--- config.mk ---
export PLATFORM = sky130hd
export DESIGN_NAME = uart_irq_arbiter
export DESIGN_NICKNAME = d
export VERILOG_FILES = /design/src/rtl/uirq_pkg.sv /design/src/rtl/uirq_src_qualify.sv /design/src/rtl/uirq_thre_flag.sv /design/src/rtl/uirq_prio_encode.sv /design/src/rtl/uart_irq_arbiter.sv
export SDC_FILE = /design/constraint.sdc
export NUM_CORES = 1
export LEC_CHECK = 0
export BUFFER_PORTS_ARGS = -buffer_cell sky130_fd_sc_hd__buf_2
export CAP_MARGIN = 10
export CORE_UTILIZATION = 30
export CTS_CLUSTER_SIZE = 8
export DETAILED_ROUTE_END_ITERATION = 10
export PLACE_DENSITY_LB_ADDON = 0.2
export REMOVE_ABC_BUFFERS = 1
export SYNTH_ARGS = -nofsm -noshare
export SYNTH_HDL_FRONTEND = slang
export SYNTH_SLANG_ARGS = --single-unit
--- constraint.sdc ---
create_clock -name clk -period 1.37 [get_ports clk]
set_clock_uncertainty 0.2 [all_clocks]
set_input_delay 0 -clock clk [delete_from_list [all_inputs] [get_ports clk]]
set_output_delay 0 -clock clk [all_outputs]
set_load 0.02 [all_outputs]
--- src/rtl/uirq_pkg.sv ---
// Shared definitions for the UART interrupt arbiter.
// Assumes five sources ranked by index, index 0 being the highest priority.
package uirq_pkg;

    localparam int NSRC = 5;

    // Source indices in priority order (0 wins)
    localparam int SRC_LINE  = 0;
    localparam int SRC_TMO   = 1;
    localparam int SRC_RXD   = 2;
    localparam int SRC_THRE  = 3;
    localparam int SRC_MODEM = 4;

    // Enable bit positions
    localparam int EN_RXD   = 0;
    localparam int EN_THRE  = 1;
    localparam int EN_LINE  = 2;
    localparam int EN_MODEM = 3;

    typedef enum logic [3:0] {
        ID_MODEM = 4'h0,
        ID_NONE  = 4'h1,
        ID_THRE  = 4'h2,
        ID_RXD   = 4'h4,
        ID_LINE  = 4'h6,
        ID_TMO   = 4'hC
    } irq_id_e;

    // Maps a source index to its identification code
    function automatic irq_id_e src_code(input int idx);
        case (idx)
            SRC_LINE: return ID_LINE;
            SRC_TMO:  return ID_TMO;
            SRC_RXD:  return ID_RXD;
            SRC_THRE: return ID_THRE;
            default:  return ID_MODEM;
        endcase
    endfunction

endpackage

--- src/rtl/uirq_src_qualify.sv ---
// Turns raw status and enables into one request bit per source.
// Assumes lsr_flags bit 0 is data ready and bits 4:1 are error/break flags.
module uirq_src_qualify
    import uirq_pkg::*;
#(
    parameter int CNT_W = 5
) (
    input  logic [3:0]       ien,
    input  logic [4:0]       lsr_flags,
    input  logic             char_tmo,
    input  logic             fifo_on,
    input  logic [CNT_W-1:0] rx_count,
    input  logic [CNT_W-1:0] rx_trig,
    input  logic             thre_pend,
    input  logic [3:0]       msr_delta,
    output logic [NSRC-1:0]  req
);

    logic line_err;
    logic level_ok;

    // Error summary and receive threshold test
    always_comb begin
        line_err = |lsr_flags[4:1];
        level_ok = !fifo_on || (rx_count >= rx_trig);
    end

    // Per-source qualification with its enable bit
    always_comb begin
        req            = '0;
        req[SRC_LINE]  = ien[EN_LINE] && line_err;
        req[SRC_TMO]   = ien[EN_RXD] && char_tmo;
        req[SRC_RXD]   = ien[EN_RXD] && lsr_flags[0] && level_ok;
        req[SRC_THRE]  = ien[EN_THRE] && thre_pend;
        req[SRC_MODEM] = ien[EN_MODEM] && (|msr_delta);
    end

endmodule

--- src/rtl/uirq_thre_flag.sv ---
// Holds the transmit-empty pending flag and applies its set/clear strobes.
// Assumes en_now is the enable bit currently held by the register file.
module uirq_thre_flag (
    input  logic clk,
    input  logic rst_n,
    input  logic en_now,
    input  logic en_wbit,
    input  logic ier_wr,
    input  logic thr_wr,
    input  logic txf_rst,
    input  logic iir_rd,
    input  logic shown_thre,
    input  logic thr_empty,
    output logic pend
);

    logic en_toggle;

    // Detects an enable write that changes the transmit-empty enable
    always_comb en_toggle = ier_wr && (en_wbit != en_now);

    // Flag update with fixed strobe precedence
    always_ff @(posedge clk) begin
        if (!rst_n)
            pend <= 1'b0;
        else if (txf_rst)
            pend <= 1'b1;
        else if (thr_wr)
            pend <= 1'b0;
        else if (en_toggle)
            pend <= en_wbit && thr_empty;
        else if (iir_rd && shown_thre)
            pend <= 1'b0;
    end

endmodule

--- src/rtl/uirq_prio_encode.sv ---
// Picks the highest-priority request and returns its code.
// Assumes index 0 of req has the highest priority.
module uirq_prio_encode
    import uirq_pkg::*;
#(
    parameter int N = NSRC
) (
    input  logic [N-1:0] req,
    output logic [3:0]   code,
    output logic         hit
);

    // Walk from lowest to highest priority so the highest overwrites
    always_comb begin
        code = ID_NONE;
        for (int i = N - 1; i >= 0; i--) begin
            if (req[i]) code = src_code(i);
        end
        hit = |req;
    end

endmodule

--- src/rtl/uart_irq_arbiter.sv ---
// Top of the UART interrupt arbiter: qualifies sources, ranks them and
// registers the identification value and interrupt line.
// Assumes all strobes are single-cycle and synchronous to clk.
module uart_irq_arbiter
    import uirq_pkg::*;
#(
    parameter  int FIFO_DEPTH = 16,
    localparam int CNT_W      = $clog2(FIFO_DEPTH + 1)
) (
    input  logic             clk,
    input  logic             rst_n,
    input  logic [3:0]       ien,
    input  logic [4:0]       lsr_flags,
    input  logic             char_tmo,
    input  logic             fifo_on,
    input  logic [CNT_W-1:0] rx_count,
    input  logic [CNT_W-1:0] rx_trig,
    input  logic             thr_empty,
    input  logic [3:0]       msr_delta,
    input  logic             iir_rd,
    input  logic             ier_wr,
    input  logic [3:0]       ier_wdata,
    input  logic             thr_wr,
    input  logic             txf_rst,
    output logic             irq_o,
    output logic [7:0]       iid_o
);

    logic [NSRC-1:0] req;
    logic [3:0]      code;
    logic            hit;
    logic            thre_pend;
    logic            shown_thre;
    logic [7:0]      iid_d;

    // The code currently visible to a reader
    always_comb shown_thre = (iid_o[3:0] == ID_THRE);

    uirq_thre_flag u_flag (
        .clk        (clk),
        .rst_n      (rst_n),
        .en_now     (ien[EN_THRE]),
        .en_wbit    (ier_wdata[EN_THRE]),
        .ier_wr     (ier_wr),
        .thr_wr     (thr_wr),
        .txf_rst    (txf_rst),
        .iir_rd     (iir_rd),
        .shown_thre (shown_thre),
        .thr_empty  (thr_empty),
        .pend       (thre_pend)
    );

    uirq_src_qualify #(.CNT_W(CNT_W)) u_qual (
        .ien       (ien),
        .lsr_flags (lsr_flags),
        .char_tmo  (char_tmo),
        .fifo_on   (fifo_on),
        .rx_count  (rx_count),
        .rx_trig   (rx_trig),
        .thre_pend (thre_pend),
        .msr_delta (msr_delta),
        .req       (req)
    );

    uirq_prio_encode #(.N(NSRC)) u_enc (
        .req  (req),
        .code (code),
        .hit  (hit)
    );

    // Assemble the identification byte
    always_comb iid_d = {{2{fifo_on}}, 2'b00, code};

    // Output registers
    always_ff @(posedge clk) begin
        if (!rst_n) begin
            iid_o <= {4'h0, ID_NONE};
            irq_o <= 1'b0;
        end else begin
            iid_o <= iid_d;
            irq_o <= hit;
        end
    end

endmodule

After elaboration in Yosys (flattened, before gate mapping). Index checks and enable logic that the tools add are counted.

Bits in registers: 9. Latch bits: 0. RAM bits: 0. ROM bits: 0. Bits of input ports: 36. Output and inout port bits: 9. Word-level logic and storage cells: 34. Memories kept: 0.

Add/sub/neg operators: 0. $mul: 0. Div/mod/pow operators: 0. $lt $le $gt $ge: 1. Eq/ne operators: 2. Shifts and indexed selects: 0. Muxes and demuxes: 9. Bitwise logic cells: 1. Reductions and logical operators: 16.

Operators with widths (count): 1-bit logical AND (9); 4-bit OR reduction (2); 3-bit 2-to-1 mux (2); 5-bit >= comparator (1); 1-bit 2-to-1 mux (5); 5-bit OR reduction (1); 4-bit by 2-bit == test with 1-bit output (second input constant) (1); 4-bit 2-to-1 mux (1); 4-bit nonzero test (1); 2-bit 2-to-1 mux (1); 2-bit OR reduction (1); 1-bit zero test (1); 1-bit logical OR (1); 1-bit != test (1); 1-bit NOT (1).

Logic depth before layout (Yosys ltp).
Depth in word-level cells: 7. Mapped depth: 6. Depth with buffers taken out: 6.

Hierarchy. A second synthesis with hierarchy kept.

Cell total of the unflattened synthesis: 54. Area, all modules: 479.2 sq um.

By module, submodules not included: uart_irq_arbiter (times used 1, cells each 17, area an instance 198.9 sq um); uirq_src_qualify (times used 1, cells each 22, area an instance 163.9 sq um); uirq_thre_flag (times used 1, cells each 9, area an instance 76.3 sq um); uirq_prio_encode (times used 1, cells each 6, area an instance 40.0 sq um).

Worst setup path before layout. OpenSTA, ideal clock, no wires.

Path type: register to register. From: register iid_o[0]. To: register u_flag.pend. Library setup time: 0.115 ns. Arrival time: 1.275 ns. Setup slack: -0.219 ns. Stages on the path, launching flop included: 5. Buffers on the path: 0. Clock period less this slack: 1.589 ns. Cell sequence: dfxtp_1 or4b_1 o221ai_1 a21oi_1 o21a_1.

Longest elaborated chain between the ends: 3.

Ends and longest elaborated chain: start: declaration (line uart_irq_arbiter.sv:26) `output logic [7:0] iid_o`; start signal: assignment (line uart_irq_arbiter.sv:77) `iid_o <= {4'h0, ID_NONE};`; start signal: assignment (line uart_irq_arbiter.sv:80) `iid_o <= iid_d;`; 4-bit by 2-bit == test with 1-bit output (line uart_irq_arbiter.sv:37) `always_comb shown_thre = (iid_o[3:0] == ID_THRE);`; 1-bit logical AND (line uirq_thre_flag.sv:32) `else if (iir_rd && shown_thre)`; 4-bit nonzero test (no line); end signal: assignment (line uirq_thre_flag.sv:31) `pend <= en_wbit && thr_empty;`; end: declaration (line uirq_thre_flag.sv:14) `output logic pend`.

No other way between the ends. A chain may end at the register's enable or synchronous reset.

Worst setup path after layout.
From: register iid_o[2]. To: register u_flag.pend.

Same word-level chain as after synthesis.

==> qor.tcl <==
set qor(worstPathCellList) {or4b_1, o221ai_1, a21oi_1, o21a_1}
set qor(critical_path_arrival_ns) 1.49
set qor(hold_path_class) {primary input to flip-flop}
set qor(sw_frac_of_total) 0.2806
set qor(slowest_delay_ns) 0.51
set qor(placement_rows) 13
set qor(cts-hold-fix-buffers) 12
set qor(root_buffer) {clkbuf_4}
set qor(sum_of_net_half_perimeters_after_detailed_placement_um) 797
set qor(synth_top_cell_area_share) 0.3237
set qor(io-pin-count) 45
set qor(grt_antenna_before_repair) 0
set qor(crit_path_max_fanout) 2
set qor(timing.final.hold_violations) 5
set qor(dpl_worst_slack_ns) -0.1791
set qor(primary_ff_master_synth) {dfxtp_1}
set qor(yosys_warnings) 0
set qor(worst_ep_required_time_ns) 1.32
set qor(post_synth_instance_area_sq_um) 432.9
set qor(sequential_share_of_power) 0.378
set qor(clockBufferDepth) 2
set qor(die_area_sq_mm) 0.001599
set qor(rsz0062_at_grt) {true}
set qor(routed-via-count) 539
set qor(report.power.total_uw) 588.2
set qor(crit_slowest_cell) {or4b_1}
set qor(gp_routability_congestion) 0.7294
set qor(grt_max_degree) 7
set qor(synth.yosys.seq_area_share) 0.3237
set qor(wirelength_um) 1234
set qor(chipHeight_um) 39.99
set qor(path_buf_inv) 0
set qor(ant_nets) 0
set qor(asr_flop_ratio_synth) 0
set qor(detail_route.first_pass.iterations) 4
set qor(crit_path_end) {u_flag.pend$_SDFFE_PN0P_}
set qor(timing.critical_path.max_delay_family) {simple AND/OR/NAND/NOR gates}
set qor(setup_violations) 1
set qor(run_status) {complete, but fails checks}
set qor(synth_edf_count) 0
set qor(failed_checks) {hold timing, setup timing}
set qor(final_critical_path_setup_slack_ns) -0.1716
set qor(worst_setup_path_end_kind) {flip-flop}
set qor(core_sq_mm) 0.001318
set qor(grt_pass1_wl_um) 1656
set qor(start_util) 0.3286
set qor(rr_endpoint) {u_flag.pend$_SDFFE_PN0P_}
set qor(power_frac_comb) 0.299
set qor(h-tree-depth) 1
set qor(fin_crit_sh) 1.125
set qor(synth-seq-cells) 7
set qor(viasPerCell) 4.529
set qor(yosysTopAreaCell) {dfxtp_1}
set qor(maxSlewViolCount) 0
set qor(area.growth.synth_to_final_pct) 82.08
set qor(layout.filler_cells) 130
set qor(timing.critical_path.from_type) {flip-flop}
set qor(max_capacitance_violation_count) 0
set qor(nNetsFinal) 146
set qor(grt-ovfl-total) 0
set qor(internal_power_uw) 423.1
set qor(switching_power_uw) 165.0
set qor(starting_drc_count_in_detailed_routing) 3
set qor(global_route.usage.total) 0.1653
set qor(top_library_cells_by_usage_in_the_layout_fill_and_taps_aside) {buf_2, dlygate4sd3_1, inv_1}
set qor(finalSetupTns_ns) -0.1716
set qor(tritoncts.num_buffers) 3
set qor(post_synth_num_cell_types) 23
set qor(layout.cell_area.non_filler_sq_um) 788.3
set qor(setup.reg_to_reg.worst_slack_ns) -0.17
set qor(clk_transition_reported_paths_ns) 0.06
set qor(final_layout_size_suffix_gt1_frac) 0.4327
set qor(drc_errors) 0
set qor(startpoint) {iid_o[2]$_SDFF_PN0_}
set qor(grt_pass1_vias) 449
set qor(n_antenna_cell) 0
set qor(timing.rr.start) {iid_o[2]$_SDFF_PN0_}
set qor(place.port_buffers) 39
set qor(cellLeakagePower_uw) 0.0004309
set qor(syn-mean-instance-area_sq_um) 8.489
set qor(worst-r2r-cell-count) 4
set qor(worst_hold_slack_ns) -0.1097
set qor(postSynthCellCount) 51
set qor(chipWidth_um) 39.99
set qor(worstSetupPathType) {flip-flop to flip-flop}
set qor(power.density_mw_per_mm2) 746.2
set qor(cp.depth) 4
set qor(place_area_sq_um) 628.1
set qor(layout_commonest_cell) {buf_2}
set qor(average_wire_per_cell_in_the_routed_design_um) 10.37
set qor(max_freq_mhz) 648.7
set qor(peakVddDrop_mv) 0.3618
set qor(share_of_total_power_in_the_clock_network) 0.322
set qor(yosys-top-cells-area) {dfxtp_1, ha_1, inv_1, buf_4, o21a_1}
set qor(timing.final.crit_period_ns) 1.542
set qor(cts.sink_count) 7
set qor(worstSkewPairLatency_ns) 0.25
set qor(tritoncts_clock_tree) {yes}
==> worst reg2reg max path, stage by stage (launching register included) <==
cell	delay, ns
dfxtp_1	0.30
or4b_1	0.51
o221ai_1	0.19
a21oi_1	0.09
o21a_1	0.16
==> cell families (layout without fill, tap and decap cells) <==
| group | Yosys count | after routing | synth area share |
|---|---|---|---|
| adder cells (fa/ha/maj) | 5 | 5 | 0.1445 |
| AO/OA/AOI/OAI | 14 | 14 | 0.2457 |
| flip-flops | 7 | 7 | 0.3237 |
| other | 1 | 2 | 0.008662 |
| AND/OR/NAND/NOR | 12 | 12 | 0.1474 |
| buffers and inverters | 12 | 64 | 0.1300 |
==> power groups by stage <==
stage	logic (uW)	clock network (uW)	registers, uW
floorplan	54.8	0	244
global placement	140	0	226
detailed placement	142	0	227
CTS	168	191	223
global route	197	209	224
finish	176	190	222
==> worst min path at each step <==
stage | to | slack [ns] | from | cells past startpoint
detailed placement | u_flag.pend$_SDFFE_PN0P_ | 0.02 | txf_rst | 2
finish | iid_o[3]$_SDFF_PP0_ | -0.11 | lsr_flags[3] | 4
floorplan | iid_o[0]$_SDFF_PN1_ | -0.12 | rst_n | 1
global route | iid_o[3]$_SDFF_PP0_ | -0.10 | lsr_flags[3] | 4
CTS | iid_o[3]$_SDFF_PP0_ | -0.12 | lsr_flags[3] | 4
global placement | u_flag.pend$_SDFFE_PN0P_ | 0.01 | txf_rst | 2
==> area by class of cell <==
cell class,count,area [sq um],area share
Clock buffer,4,26.28,0.03333
Tap cell,15,18.77,0.02381
Timing Repair Buffer,51,315.3,0.4000
Inverter,9,33.78,0.04286
Sequential cell,7,140.1,0.1778
Multi-Input combinational cell,33,254.0,0.3222
==> stage by stage <==
stage                     std cells  utilization  hold WS [ns]
final                           119       0.5983       -0.1097
after global routing            119       0.5983       -0.1037
after CTS                       119       0.5878       -0.1157
after detailed placement        103       0.4767       0.01762
after global placement          103       0.4767       0.01217
after floorplan                  49            -       -0.1238
==> layer usage <==
layer / up-vias / wire length [um] / GRT usage
li1: 283 / - / -
met1: 233 / 477 / 0.1615
met2: 23 / 679 / 0.2742
met3: 0 / 77 / 0.07222
met4: 0 / 0 / 0.1207
met5: - / 0 / 0
==> state kept, by name, indices dropped and copies added, names as in the netlist <==
name,count
iid_o,5
irq_o,1
u_flag.pend,1
==> cells in the mapped netlist, drive strengths merged, types with 2 or more instances <==
library cell and count:
inv 9, dfxtp 7, ha 5, nand2 4
buf 3, o21a 3, nor2 2, o221ai 2
o41ai 2
==> timing repair <==
action,4_1_cts,5_1_grt
endpoints found under the hold margin,7,5
pin swaps,0,4
setup endpoints to repair,1,3
buffers inserted,0,0
gates resized for setup,0,2
No activity file was read; power rests on OpenSTA's default activity.
